`config.mk`:
```
export PLATFORM = sky130hd
export DESIGN_NAME = dpll_recover
export DESIGN_NICKNAME = d
export VERILOG_FILES = /design/src/rtl/dpll_pkg.sv /design/src/rtl/dpll_sync.sv /design/src/rtl/dpll_ctrl.sv /design/src/rtl/dpll_core.sv /design/src/rtl/dpll_recover.sv
export SDC_FILE = /design/constraint.sdc
export NUM_CORES = 1
export LEC_CHECK = 0
export BUFFER_PORTS_ARGS = -buffer_cell sky130_fd_sc_hd__buf_2
export CORE_UTILIZATION = 50
export DETAILED_ROUTE_END_ITERATION = 6
export GPL_ROUTABILITY_DRIVEN = 0
export GPL_TIMING_DRIVEN = 0
export PLACE_DENSITY_LB_ADDON = 0.2
export SLEW_MARGIN = 15
export SYNTH_ARGS = -nofsm -noshare
export SYNTH_HDL_FRONTEND = slang
export SYNTH_HIERARCHICAL = 1
export SYNTH_SLANG_ARGS = --single-unit
```
`constraint.sdc`:
```
create_clock -name clk -period 6.4 [get_ports clk]
set_input_delay 0 -clock clk [delete_from_list [all_inputs] [get_ports clk]]
set_output_delay 0 -clock clk [all_outputs]
set_load 0.02 [all_outputs]
```
`src/rtl/dpll_pkg.sv`:
```
package dpll_pkg;

    localparam int PH_W     = 5;
    localparam int PH_HALF  = 1 << (PH_W - 1);

    typedef enum logic [2:0] {
        CMD_NOP     = 3'd0,
        CMD_SEARCH  = 3'd1,
        CMD_CLRMISS = 3'd2,
        CMD_DISABLE = 3'd3,
        CMD_SRC_BRG = 3'd4,
        CMD_SRC_EXT = 3'd5,
        CMD_FM      = 3'd6,
        CMD_NRZI    = 3'd7
    } dpll_cmd_e;

    typedef enum logic [1:0] {
        ST_HOLD   = 2'd0,
        ST_SEARCH = 2'd1,
        ST_TRACK  = 2'd2
    } dpll_state_e;

    typedef enum logic {
        LC_NRZI = 1'b0,
        LC_FM   = 1'b1
    } line_code_e;

    typedef enum logic {
        SRC_EXT = 1'b0,
        SRC_BRG = 1'b1
    } clk_src_e;

    typedef struct packed {
        logic go_search;
        logic go_hold;
    } ctl_pulse_t;

    // Phase after a transition seen at count pos: on time -> 0,
    // late (first half) -> one tick slower, early -> one tick faster.
    function automatic logic [PH_W-1:0] phase_adjust(input logic [PH_W-1:0] pos);
        if (pos == '0)
            return '0;
        else if (pos < PH_W'(PH_HALF))
            return pos - 1'b1;
        else
            return pos + 1'b1;
    endfunction

endpackage

```
`src/rtl/dpll_sync.sv`:
```
module dpll_sync
    import dpll_pkg::*;
(
    input  logic clk,
    input  logic rst,
    input  logic din,
    input  logic tick,
    input  logic discard,
    output logic edge_o
);
    logic s1, s2, s3, pend;
    logic edge_now;

    assign edge_now = s2 ^ s3;
    assign edge_o   = edge_now | pend;

    always_ff @(posedge clk) begin
        if (rst) begin
            s1   <= 1'b0;
            s2   <= 1'b0;
            s3   <= 1'b0;
            pend <= 1'b0;
        end else begin
            s1 <= din;
            s2 <= s1;
            s3 <= s2;
            if (discard || tick)
                pend <= 1'b0;
            else if (edge_now)
                pend <= 1'b1;
        end
    end

    assert_tick_drains_R3: assert property (@(posedge clk) disable iff (rst)
        tick |=> !pend);

endmodule

```
`src/rtl/dpll_ctrl.sv`:
```
module dpll_ctrl
    import dpll_pkg::*;
(
    input  logic       clk,
    input  logic       rst,
    input  logic       cmd_valid,
    input  logic [2:0] cmd,
    output line_code_e mode,
    output clk_src_e   src,
    output ctl_pulse_t pulse
);
    dpll_cmd_e code;
    assign code = dpll_cmd_e'(cmd);

    always_comb begin
        pulse.go_search = cmd_valid && (code == CMD_SEARCH);
        pulse.go_hold   = cmd_valid && (code == CMD_CLRMISS || code == CMD_DISABLE);
    end

    always_ff @(posedge clk) begin
        if (rst) begin
            mode <= LC_NRZI;
            src  <= SRC_EXT;
        end else if (cmd_valid) begin
            case (code)
                CMD_SRC_BRG: src  <= SRC_BRG;
                CMD_SRC_EXT: src  <= SRC_EXT;
                CMD_FM:      mode <= LC_FM;
                CMD_NRZI:    mode <= LC_NRZI;
                default:     ;
            endcase
        end
    end

    assert_src_brg_R2: assert property (@(posedge clk) disable iff (rst)
        (cmd_valid && cmd == 3'd4) |=> src == SRC_BRG);
    assert_mode_fm_R2: assert property (@(posedge clk) disable iff (rst)
        (cmd_valid && cmd == 3'd6) |=> mode == LC_FM);

endmodule

```
`src/rtl/dpll_core.sv`:
```
module dpll_core
    import dpll_pkg::*;
#(
    parameter int WIN_HALF = 2
) (
    input  logic       clk,
    input  logic       rst,
    input  logic       tick,
    input  logic       edge_i,
    input  line_code_e mode,
    input  ctl_pulse_t pulse,
    output logic       rclk,
    output logic       miss_one,
    output logic       miss_two
);
    localparam logic [PH_W-1:0] WIN_OPEN  = PH_W'((1 << PH_W) - WIN_HALF);
    localparam logic [PH_W-1:0] WIN_LAST  = PH_W'(WIN_HALF);
    localparam logic [PH_W-1:0] WIN_CLOSE = PH_W'(WIN_HALF + 1);

    dpll_state_e     state;
    logic [PH_W-1:0] cnt;
    logic [PH_W-1:0] pos;
    logic            armed, hit, consec;
    logic            in_win;

    assign pos    = cnt + 1'b1;
    assign in_win = (pos >= WIN_OPEN) || (pos <= WIN_LAST);

    always_ff @(posedge clk) begin
        if (rst) begin
            state    <= ST_HOLD;
            cnt      <= '0;
            armed    <= 1'b0;
            hit      <= 1'b0;
            consec   <= 1'b0;
            miss_one <= 1'b0;
            miss_two <= 1'b0;
        end else if (pulse.go_hold || pulse.go_search) begin
            state    <= pulse.go_hold ? ST_HOLD : ST_SEARCH;
            armed    <= 1'b0;
            hit      <= 1'b0;
            consec   <= 1'b0;
            miss_one <= 1'b0;
            miss_two <= 1'b0;
        end else if (tick) begin
            case (state)
                ST_SEARCH: begin
                    if (edge_i) begin
                        state  <= ST_TRACK;
                        cnt    <= '0;
                        armed  <= 1'b0;
                        hit    <= 1'b0;
                        consec <= 1'b0;
                    end
                end
                ST_TRACK: begin
                    if (mode == LC_NRZI) begin
                        cnt <= edge_i ? phase_adjust(pos) : pos;
                    end else begin
                        cnt <= (edge_i && in_win) ? phase_adjust(pos) : pos;
                        if (pos == WIN_OPEN) begin
                            armed <= 1'b1;
                            hit   <= edge_i;
                        end else if (edge_i && in_win) begin
                            hit <= 1'b1;
                        end
                        if (pos == WIN_CLOSE && armed) begin
                            armed <= 1'b0;
                            if (hit) begin
                                consec <= 1'b0;
                            end else begin
                                miss_one <= 1'b1;
                                if (consec) begin
                                    miss_two <= 1'b1;
                                    consec   <= 1'b0;
                                    state    <= ST_SEARCH;
                                end else begin
                                    consec <= 1'b1;
                                end
                            end
                        end
                    end
                end
                default: ;
            endcase
        end
    end

    always_comb begin
        if (state != ST_TRACK)
            rclk = (mode == LC_NRZI);
        else if (mode == LC_NRZI)
            rclk = cnt[PH_W-1];
        else
            rclk = cnt[2];
    end

    assert_two_needs_one_R9: assert property (@(posedge clk) disable iff (rst)
        miss_two |-> miss_one);
    assert_two_reenters_search_R9: assert property (@(posedge clk) disable iff (rst)
        $rose(miss_two) |-> state == ST_SEARCH);
    assert_cmd_clears_flags_R10: assert property (@(posedge clk) disable iff (rst)
        (pulse.go_search || pulse.go_hold) |=> (!miss_one && !miss_two));
    assert_hold_kept_R10: assert property (@(posedge clk) disable iff (rst)
        (state == ST_HOLD && !pulse.go_search) |=> state == ST_HOLD);
    assert_phase_step_R5: assert property (@(posedge clk) disable iff (rst)
        (state == ST_TRACK && tick && !edge_i && !pulse.go_search && !pulse.go_hold)
        |=> cnt == PH_W'($past(cnt) + 1'b1));

endmodule

```
`src/rtl/dpll_recover.sv`:
```
module dpll_recover
    import dpll_pkg::*;
#(
    parameter int WIN_HALF = 2
) (
    input  logic       clk,
    input  logic       rst,
    input  logic       cmd_valid,
    input  logic [2:0] cmd,
    input  logic       brg_tick,
    input  logic       xclk_tick,
    input  logic       rxd_in,
    output logic       rclk_out,
    output logic       miss_one,
    output logic       miss_two
);
    line_code_e mode;
    clk_src_e   src;
    ctl_pulse_t pulse;
    logic       tick;
    logic       line_edge;

    assign tick = (src == SRC_BRG) ? brg_tick : xclk_tick;

    dpll_ctrl u_ctrl (
        .clk       (clk),
        .rst       (rst),
        .cmd_valid (cmd_valid),
        .cmd       (cmd),
        .mode      (mode),
        .src       (src),
        .pulse     (pulse)
    );

    dpll_sync u_sync (
        .clk     (clk),
        .rst     (rst),
        .din     (rxd_in),
        .tick    (tick),
        .discard (pulse.go_search | pulse.go_hold),
        .edge_o  (line_edge)
    );

    dpll_core #(.WIN_HALF(WIN_HALF)) u_core (
        .clk      (clk),
        .rst      (rst),
        .tick     (tick),
        .edge_i   (line_edge),
        .mode     (mode),
        .pulse    (pulse),
        .rclk     (rclk_out),
        .miss_one (miss_one),
        .miss_two (miss_two)
    );

endmodule

```
==> results of run 1 <==
-- report_power, final --
part           switching [W]  internal (W)
clock              0.0000362     0.0000219
combinational      0.0000148     0.0000100
sequential       0.000000872      0.000114
total              0.0000518      0.000146
-- cell usage in the layout, fill, tap and decap left out, types with 3 or more instances in the layout --
| cell | netlist | layout |
|---|---|---|
| a21oi_1 | 8 | 8 |
| nand2_1 | 16 | 16 |
| xor2_1 | 4 | 4 |
| a31oi_1 | 4 | 4 |
| dfxtp_1 | 18 | 18 |
| nor3_1 | 5 | 5 |
| nor2b_1 | 7 | 7 |
| o21ai_0 | 10 | 10 |
| clkbuf_4 | 0 | 3 |
| clkbuf_1 | 6 | 6 |
| buf_2 | 5 | 16 |
| nor2_1 | 19 | 19 |
| nand2b_1 | 4 | 4 |
| inv_1 | 11 | 11 |
| nand3_1 | 7 | 7 |
| o21ai_1 | 4 | 4 |
| or3_1 | 4 | 4 |
| a311oi_1 | 4 | 4 |
| ha_1 | 6 | 6 |
-- flip-flops by register name, indices dropped and copies added, names as in the netlist --
register	flops
u_core/consec	1
u_core/armed	1
u_ctrl/mode	1
u_sync/s1	1
u_core/cnt	5
u_core/miss_one	1
u_sync/pend	1
u_sync/s2	1
u_sync/s3	1
u_core/state	2
u_core/miss_two	1
u_core/hit	1
u_ctrl/src	1
-- worst register-to-register path, delay by kind of cell, from the launching register on --
kind,cells,cell delay (ps)
adders and majority gates,2,540
muxes,1,220
DFF,1,490
xor gates and xnor gates,1,260
buffers and inverters,2,560
AOI/OAI and AO/OA,4,1310
and+or+nand+nor,1,150
-- Yosys cell counts, drive strengths merged, types with 3 or more instances --
cell type,n,area share [%]
nor3,5,1.6
nand2,16,3.8
buf,8,3.5
or2,3,1.2
xor2,4,2.2
nand2b,4,1.6
nand3,7,2.2
clkbuf,6,1.4
inv,12,2.9
a21boi,3,1.4
mux2,3,2.6
a31oi,4,1.6
dfxtp,18,23
nor4,3,2.0
or3,4,1.6
o21ai,14,4.4
a311oi,4,2.2
nor2,19,4.5
ha,6,4.8
a21oi,9,3.1
nor2b,7,2.8
-- final timing paths --
check / endpoint / from / slack, ps
worst max-delay path: u_core/cnt[3] / u_core/cnt[0] / 2720
worst min-delay path: u_ctrl/mode / cmd[2] / 10
worst max register to register: u_core/cnt[3] / u_core/cnt[0] / 2720
worst min register to register: u_sync/s2 / u_sync/s1 / 460
-- cell type report --
class / instances / area (µm²) / share of cell area [%]
clock buffers: 3 / 22.5 / 1.31
plain buffers: 14 / 77.6 / 4.52
flip-flops and latches: 18 / 360 / 21.0
inverters: 12 / 45.0 / 2.62
repair buffers: 12 / 65.1 / 3.79
well taps: 44 / 55.1 / 3.20
multi-input cells: 158 / 1090 / 63.6
-- stage by stage --
step / hold slack (ps) / std cells / setup WS, ps / util (%)
finish: 13.7 / 261 / 2720 / 56.7
CTS: 8.13 / 261 / 2830 / 56.7
detailed placement: 225 / 257 / 2860 / 55.7
global placement: 221 / 257 / 2910 / 55.7
global route: 14.8 / 261 / 2450 / 56.7
floorplan: 69.4 / 202 / 3560 / -
-- per-layer routing --
metal	wire length, µm	part of all wire [%]	vias up	global-route usage, %
li1	-	-	779	-
met1	1790	44	752	33.9
met2	1920	47	67	43.0
met3	307	7.6	8	5.13
met4	36	0.89	0	5.78
met5	0	0	-	0
-- cell families after synthesis --
group,after synthesis
AOI/OAI and AO/OA,62
adders and majority gates,6
DFF,18
muxes,5
xor gates and xnor gates,5
and+or+nand+nor,80
buffers and inverters,26
-- repair_timing --
| item | CTS | global route |
|---|---|---|
| hold buffers | 1 | 0 |
| endpoints found under the hold margin | 1 | 0 |
| setup endpoints to repair | 0 | 0 |
==> qor.csv, run 1 <==
stage,metric,value,unit
synthesis,Main synth FF type,dfxtp_1,
critical_path,Setup CP Type,reg2reg,
power,Max rail drop VDD,123,µV
sta,FMAX,272,MHz
drt,Detail Route Antenna Nets,0,
clocking,root buffer cell,clkbuf_4,
clocking,total CTS buffers,3,
place,dpl hpwl,3060,µm
clocking,"Setup Fix Bufs, Post-CTS",0,
clocking,Worst-Skew Late Latency,300,ps
sta,period utilization,57.5,%
clocking,Worst-path clk slew,110,ps
clocking,H-tree levels,1,
floorplan,IO Pins,12,
drt,TritonRoute pass-1 iters,4,
sta,final hold vios,0,
finish,fillers,298,
grt,largest net degree at the start of global routing,14,
drt,DRC violations left,0,
power,power density over the cells,115,mW/mm²
drt,vias,1606,
critical_path,critical path's slowest cell,a2111oi_0,
drt,WL final,4060,µm
sta,worst-margin pin slew,677,ps
power,P_leak,0.647,nW
drt,1st-iter DRT viols,96,
grt,vias in the first global route,1485,
place,Placed Area,0.00169,mm²
floorplan,Die Width,58.1,µm
critical_path,Critical Path End Type,register,
finish,layout cells sized above 1,17.1,%
critical_path,critical path's largest stage delay,620,ps
clocking,clock buffer depth,2,
grt,gr ovfl total,0,
synthesis,xor and xnor area share after synthesis,2.78,%
drt,routed len/inst,15.6,µm
synthesis,mapped cell area,0.00158,mm²
synthesis,Post-synth EDFFs,0,
clocking,CTS tree,yes,
synthesis,sequential area share after synthesis,22.9,%
synthesis,mux contribution to synthesized area,3.89,%
critical_path,Buffers & Inverters on Critical Path,2,
critical_path,CP Depth,11,
critical_path,CP Launch Type,register,
clocking,clock sink count,18,
sta,Max Transition Viols Final,0,
synthesis,Synth Area per Inst,7.80,µm²
place,PortBufs,11,
critical_path,CP max FO,10,
critical_path,"critical path, cell by cell","ha_1, buf_2, clkbuf_1, nand3_1, xor2_1, ha_1, a21oi_2, mux2i_1, a21oi_1, a211o_1, a2111oi_0",
grt,first-pass GRT wire length,6730,µm
worst_hold_path,Hold Path Depth,3,
critical_path,critical path's top delay family,compound AO/OA/AOI/OAI gates,
synthesis,main combinational cell family by area after synthesis,compound AO/OA/AOI/OAI gates,
floorplan,Die ar.,0.00338,mm²
run_status,outcome,completed,
worst_hold_path,min-delay worst type,in2reg,
grt,Total GRT Usage,25.6,%
finish,# nets final,234,
floorplan,Die H,58.1,µm
critical_path,Critical Path AT,3810,ps
finish,Area Overhead vs Synth,9.05,%
job,MaxCap Viol Count,0,
synthesis,Synth Warn #,6,
synthesis,Yosys reg bits,18,
floorplan,area of the core,0.00303,mm²
sta,Rel. slew slack,53.7,%
power,Power Total,0.000198,W
sta,final critical-path required period,3680,ps
critical_path,"most used cell, CP",ha_1,
critical_path,critical path required time,6530,ps
floorplan,Initial Utilization,52.0,%
synthesis,"Distinct cells, synth",63,
drt,DR vias/cell,6.15,
synthesis,Synth Area in Simple Gates,28.4,%
synthesis,Synthesized Nets,217,
sta,Fin Setup TNS,0,ps
finish,Finished Cell Area,0.00172,mm²
synthesis,post-synthesis adder-cell area fraction,4.77,%
sta,Setup Skew,3.86,ps
clocking,post-cts sizing count,0,
synthesis,Synth Area in Compound Gates,29.5,%
critical_path,worst r2r path cells,11,
grt,initial antenna violation count,0,
synthesis,asr flop ratio synth,0,%
synthesis,Gate Count Post-Synth,202,
floorplan,FP Rows,20,
sta,RSZ-0062 raised after global routing,false,
sta,final-report setup violation count,0,
finish,# diodes,0,
Power figures use the tool's default switching activity.
==> run 2: changes to the inputs <==
- clock period: 6.4 -> 3.48 ns (I/O delays scaled with it)
==> qor.csv, run 2 (synthesis gave the netlist of run 1 again) <==
stage,metric,value,unit,change
power,P_leak,0.651,nW,+0.70%
critical_path,CP Launch Type,register,,
floorplan,Die Width,58.1,µm,unchanged
drt,TritonRoute pass-1 iters,4,,unchanged
critical_path,critical path's slowest cell,dfxtp_1,,
finish,# nets final,234,,unchanged
drt,Detail Route Antenna Nets,0,,unchanged
clocking,total CTS buffers,3,,unchanged
critical_path,critical path's top delay family,compound AO/OA/AOI/OAI gates,,
drt,WL final,4080,µm,+0.47%
finish,# diodes,0,,unchanged
clocking,CTS tree,yes,,
sta,final hold vios,0,,unchanged
place,PortBufs,11,,unchanged
place,dpl hpwl,3060,µm,unchanged
finish,layout cells sized above 1,18.0,%,+0.92 points
finish,"commonest cells after routing, fill and taps aside","nor2_1 (19), dfxtp_1 (18), buf_2 (16), nand2_1 (16), inv_1 (11)",,
sta,period utilization,92.1,%,+35 points
drt,1st-iter DRT viols,98,,+2.1%
power,Max rail drop VDD,224,µV,+82%
sta,final-report setup violation count,0,,unchanged
finish,Final Core Density,57.2,%,+0.50 points
grt,initial antenna violation count,0,,unchanged
finish,fillers,296,,-0.67%
clocking,"Setup Fix Bufs, Post-CTS",0,,unchanged
grt,first-pass GRT wire length,6730,µm,unchanged
critical_path,Critical Path AT,3380,ps,-430 ps
sta,RSZ-0062 raised after global routing,false,,
sta,final critical-path required period,3200,ps,-476 ps
floorplan,Die ar.,0.00338,mm²,unchanged
sta,Fin Setup TNS,0,ps,unchanged
sta,worst-margin pin slew,556,ps,-120 ps
worst_hold_path,min-delay worst type,in2reg,,
run_status,outcome,completed,,
power,Power Total,0.000361,W,+83%
finish,max reg flops,5,,unchanged
critical_path,"most used cell, CP",ha_1,,
drt,vias,1601,,-0.31%
critical_path,CP max FO,10,,unchanged
power,power density over the cells,209,mW/mm²,+81%
clocking,H-tree levels,1,,unchanged
critical_path,critical path required time,3650,ps,-2880 ps
clocking,root buffer cell,clkbuf_4,,
finish,"commonest non-fill, non-tap cell in the layout",nor2_1,,
grt,vias in the first global route,1485,,unchanged
finish,Multi-input gate area,0.00111,mm²,+1.3%
sta,FMAX,312,MHz,+15%
floorplan,FP Rows,20,,unchanged
clocking,Worst-path clk slew,100,ps,about the same
drt,routed len/inst,15.6,µm,+0.47%
drt,DRC violations left,0,,unchanged
floorplan,area of the core,0.00303,mm²,unchanged
finish,FF/Latch Area,360,µm²,unchanged
job,MaxCap Viol Count,0,,unchanged
sta,Setup Skew,3.59,ps,-0.266 ps
sta,Rel. slew slack,62.7,%,+8.9 points
finish,"Most flops, register",u_core/cnt,,
critical_path,Setup CP Type,reg2reg,,
finish,Area Overhead vs Synth,10.0,%,
grt,Total GRT Usage,25.6,%,unchanged
floorplan,IO Pins,12,,unchanged
floorplan,Initial Utilization,52.0,%,unchanged
critical_path,critical path's largest stage delay,480,ps,-140 ps
grt,gr ovfl total,0,,unchanged
critical_path,Buffers & Inverters on Critical Path,2,,unchanged
clocking,clock sink count,18,,unchanged
clocking,clock buffer depth,2,,unchanged
floorplan,Die H,58.1,µm,unchanged
finish,Largest regs,"u_core/cnt x5, u_core/state x2",,
drt,DR vias/cell,6.13,,-0.31%
clocking,Worst-Skew Late Latency,290,ps,about the same
critical_path,Critical Path End Type,register,,
critical_path,"critical path, cell by cell","ha_1, buf_2, clkbuf_2, nand3_1, xor2_1, ha_1, a21oi_4, mux2i_1, a21oi_1, a211o_1, a2111oi_2",,
grt,largest net degree at the start of global routing,14,,unchanged
sta,Max Transition Viols Final,0,,unchanged
[run 2: cell counts in the layout (fill, tap and decap cells not counted)]
No cell type changed its count.
[run 2: power breakdown]
part | leakage (nW) | total, W | switching (W) | internal, W
logic | 0.492 | 0.0000458 | 0.0000274 | 0.0000184
registers | 0.146 | 0.000211 | 0.00000162 | 0.000209
clock network | 0.0138 | 0.000105 | 0.0000646 | 0.0000403
[run 2: final timing paths]
kind,start,to,slack (ps),depth (start not counted)
setup / recovery,u_core/cnt[0],u_core/cnt[3],280,11
hold / removal,cmd[2],u_ctrl/mode,20,3
setup reg to reg,u_core/cnt[0],u_core/cnt[3],280,11
hold reg to reg,u_sync/s1,u_sync/s2,460,1
[run 2: layout make-up]
class                   count  share of cell area (%)
multi-input cells         158                    63.8
well taps                  44                    3.18
repair buffers             12                    3.75
plain buffers              14                    4.55
clock buffers               3                    1.30
flip-flops and latches     18                    20.8
inverters                  12                    2.60
[run 2: repair_timing]
item / in CTS / in global routing
endpoints found under the setup margin: 1 / 1
gates resized for setup: 1 / 4
hold buffers: 1 / 0
hold endpoints to repair: 1 / 0
[run 2: layer usage]
| metal | vias up | wire [µm] | track usage, % |
|---|---|---|---|
| met5 | - | 0 | 0 |
| met4 | 0 | 29 | 5.78 |
| met3 | 6 | 287 | 5.13 |
| met2 | 59 | 1970 | 43.0 |
| met1 | 757 | 1790 | 33.9 |
| li1 | 779 | - | - |
[run 2: metrics by stage]
step / cells / cell area (µm²) / worst slack [ps] / hold WS, ps
after floorplan: 202 / 1580 / 642 / 69.4
after global placement: 257 / 1690 / -12.0 / 221
after detailed placement: 257 / 1690 / -57.1 / 225
after CTS: 261 / 1720 / 9.97 / 8.13
after global routing: 261 / 1730 / 21.8 / 14.8
final: 261 / 1730 / 275 / 16.4
[run 2: tightest hold or removal path, cell delays in order]
cell and delay [ps]:
buf_2 120, a31oi_1 70, nor2_1 90
==> run 3: changes to the inputs <==
- ABC_CLOCK_PERIOD_IN_PS: default -> 3480
- CORE_UTILIZATION: 50 -> 60
==> qor.csv, run 3 (synthesis gave the netlist of run 1 again) <==
stage,metric,value,unit,change
run_status,outcome,completed,,
critical_path,CP Launch Type,register,,
grt,first-pass GRT wire length,6350,µm,-5.7%
finish,Area Overhead vs Synth,7.94,%,
sta,Max Transition Viols Final,0,,unchanged
place,Setup WS pre-CTS,281,ps,+338 ps
finish,layout cells sized above 1,17.1,%,-0.92 points
critical_path,CP max FO,10,,unchanged
finish,"commonest non-fill, non-tap cell in the layout",nor2_1,,
finish,Largest regs,"u_core/cnt x5, u_core/state x2",,
floorplan,Die Width,53.2,µm,-8.4%
sta,Setup Skew,4.49,ps,+0.902 ps
power,Logic pwr share,12.7,%,about the same
floorplan,Initial Utilization,63.6,%,+12 points
critical_path,Setup CP Type,reg2reg,,
power,P_leak,0.647,nW,-0.69%
job,MaxCap Viol Count,0,,unchanged
drt,DR vias/cell,6.55,,+6.7%
power,Int Pwr,0.000268,W,about the same
drt,TritonRoute pass-1 iters,5,,+1
clocking,total CTS buffers,3,,unchanged
sta,Rel. slew slack,61.4,%,-1.3 points
floorplan,area of the core,0.00248,mm²,-18%
grt,initial antenna violation count,0,,unchanged
finish,# nets final,234,,unchanged
power,share of power burned in registers,59.1,%,+0.8 points
floorplan,Die H,53.2,µm,-8.4%
drt,routed len/inst,16.5,µm,+5.5%
worst_hold_path,min-delay worst type,in2reg,,
power,Max rail drop VDD,343,µV,+53%
place,dpl hpwl,3050,µm,-0.21%
grt,Total GRT Usage,30.4,%,+4.7 points
drt,DRC violations left,0,,unchanged
power,Power Total,0.000357,W,-1.3%
finish,FF/Latch Area,360,µm²,unchanged
critical_path,Critical Path AT,3440,ps,+60 ps
sta,period utilization,93.6,%,+1.5 points
clocking,CTS tree,yes,,
power,power density over the cells,210,mW/mm²,+0.54%
finish,# diodes,0,,unchanged
place,PortBufs,11,,unchanged
grt,gr ovfl total,0,,unchanged
sta,final critical-path required period,3260,ps,+52.2 ps
clocking,clock sink count,18,,unchanged
finish,Multi-input gate area,0.00109,mm²,-1.2%
finish,max reg flops,5,,unchanged
drt,1st-iter DRT viols,104,,+6.1%
power,Sw Pwr,0.0000889,W,-5.1%
sta,RSZ-0062 raised after global routing,false,,
sta,final-report setup violation count,0,,unchanged
critical_path,critical path required time,3660,ps,about the same
floorplan,IO Pins,12,,unchanged
finish,"commonest cells after routing, fill and taps aside","nor2_1 (19), dfxtp_1 (18), buf_2 (16), nand2_1 (16), inv_1 (11)",,
clocking,Worst-Skew Late Latency,290,ps,about the same
sta,worst-margin pin slew,575,ps,+18.1 ps
clocking,post-cts sizing count,0,,-1
grt,largest net degree at the start of global routing,14,,unchanged
drt,vias,1617,,+1.0%
power,Clk pwr share,28.1,%,-0.9 points
finish,fillers,210,,-29%
power,sw frac,24.9,%,-0.99 points
clocking,clock buffer depth,2,,unchanged
clocking,H-tree levels,1,,unchanged
clocking,Worst-path clk slew,100,ps,about the same
finish,"Most flops, register",u_core/cnt,,
grt,vias in the first global route,1417,,-4.6%
sta,FMAX,307,MHz,-1.6%
drt,WL final,4070,µm,-0.17%
critical_path,Critical Path End Type,register,,
drt,Detail Route Antenna Nets,0,,unchanged
floorplan,FP Rows,18,,-10%
floorplan,Die ar.,0.00283,mm²,-16%
sta,Fin Setup TNS,0,ps,unchanged
clocking,root buffer cell,clkbuf_4,,
sta,final hold vios,0,,unchanged
sta,Worst Slack Setup Final,223,ps,-52.2 ps
run 3: changes by cell type in the layout (fill, tap and decap cells not counted):
cell	previous run	this run
a2111oi_0	0	1
a2111oi_2	2	1
a21oi_2	0	1
a21oi_4	1	0
clkbuf_1	5	6
clkbuf_2	1	0
run 3: final timing paths:
kind,start,to,slack (ps),depth (start not counted)
setup / recovery,u_core/cnt[0],u_core/cnt[3],220,11
setup reg to reg,u_core/cnt[0],u_core/cnt[3],220,11
hold / removal,cmd[2],u_ctrl/mode,40,3
hold reg to reg,u_sync/s1,u_sync/s2,470,1
run 3: repair_timing:
action                    4_1_cts  5_1_grt
buffers inserted                0        0
hold buffers                    1        0
hold endpoints to repair        1        0
run 3: final cells by class:
type	instances	area share (%)
Clock buffer	3	1.32
Sequential cell	18	21.2
Timing Repair Buffer	12	3.83
Multi-Input combinational cell	158	64.2
Inverter	12	2.65
Buffer	14	4.56
Tap cell	30	2.21
run 3: layer usage:
layer | GRT usage, % | part of all wire (%) | wire length [µm]
met5 | 0 | 0 | 0
met2 | 50.0 | 47 | 1900
met1 | 41.3 | 45 | 1840
met3 | 6.03 | 7.6 | 310
met4 | 3.95 | 0.34 | 14
run 3: worst max-delay path: stages, from the launching register on:
cell and delay, ps:
dfxtp_1 460, ha_1 180, buf_2 200, clkbuf_1 350, nand3_1 150, xor2_1 250, ha_1 320, a21oi_2 310
mux2i_1 230, a21oi_1 90, a211o_1 290, a2111oi_0 310
run 3: power by group through the flow:
| stage | registers (W) | clock network, W | logic [W] |
|---|---|---|---|
| 3_5_place_dp | 0.000216 | 0 | 0.0000432 |
| 4_1_cts | 0.000211 | 0.000103 | 0.0000444 |
| 6_report | 0.000211 | 0.000100 | 0.0000455 |
| 5_1_grt | 0.000211 | 0.000110 | 0.0000486 |
| 3_3_place_gp | 0.000215 | 0 | 0.0000412 |
| 2_1_floorplan | 0.000215 | 0 | 0.0000280 |
run 3: metrics by stage:
| step | cells | cell area [µm²] | hold WS (ps) | utilization [%] |
|---|---|---|---|---|
| floorplan | 202 | 1580 | 69.4 | - |
| global placement | 243 | 1670 | 216 | 67.3 |
| detailed placement | 243 | 1670 | 226 | 67.3 |
| CTS | 247 | 1700 | 33.1 | 68.6 |
| global route | 247 | 1700 | 44.7 | 68.6 |
| finish | 247 | 1700 | 35.3 | 68.6 |
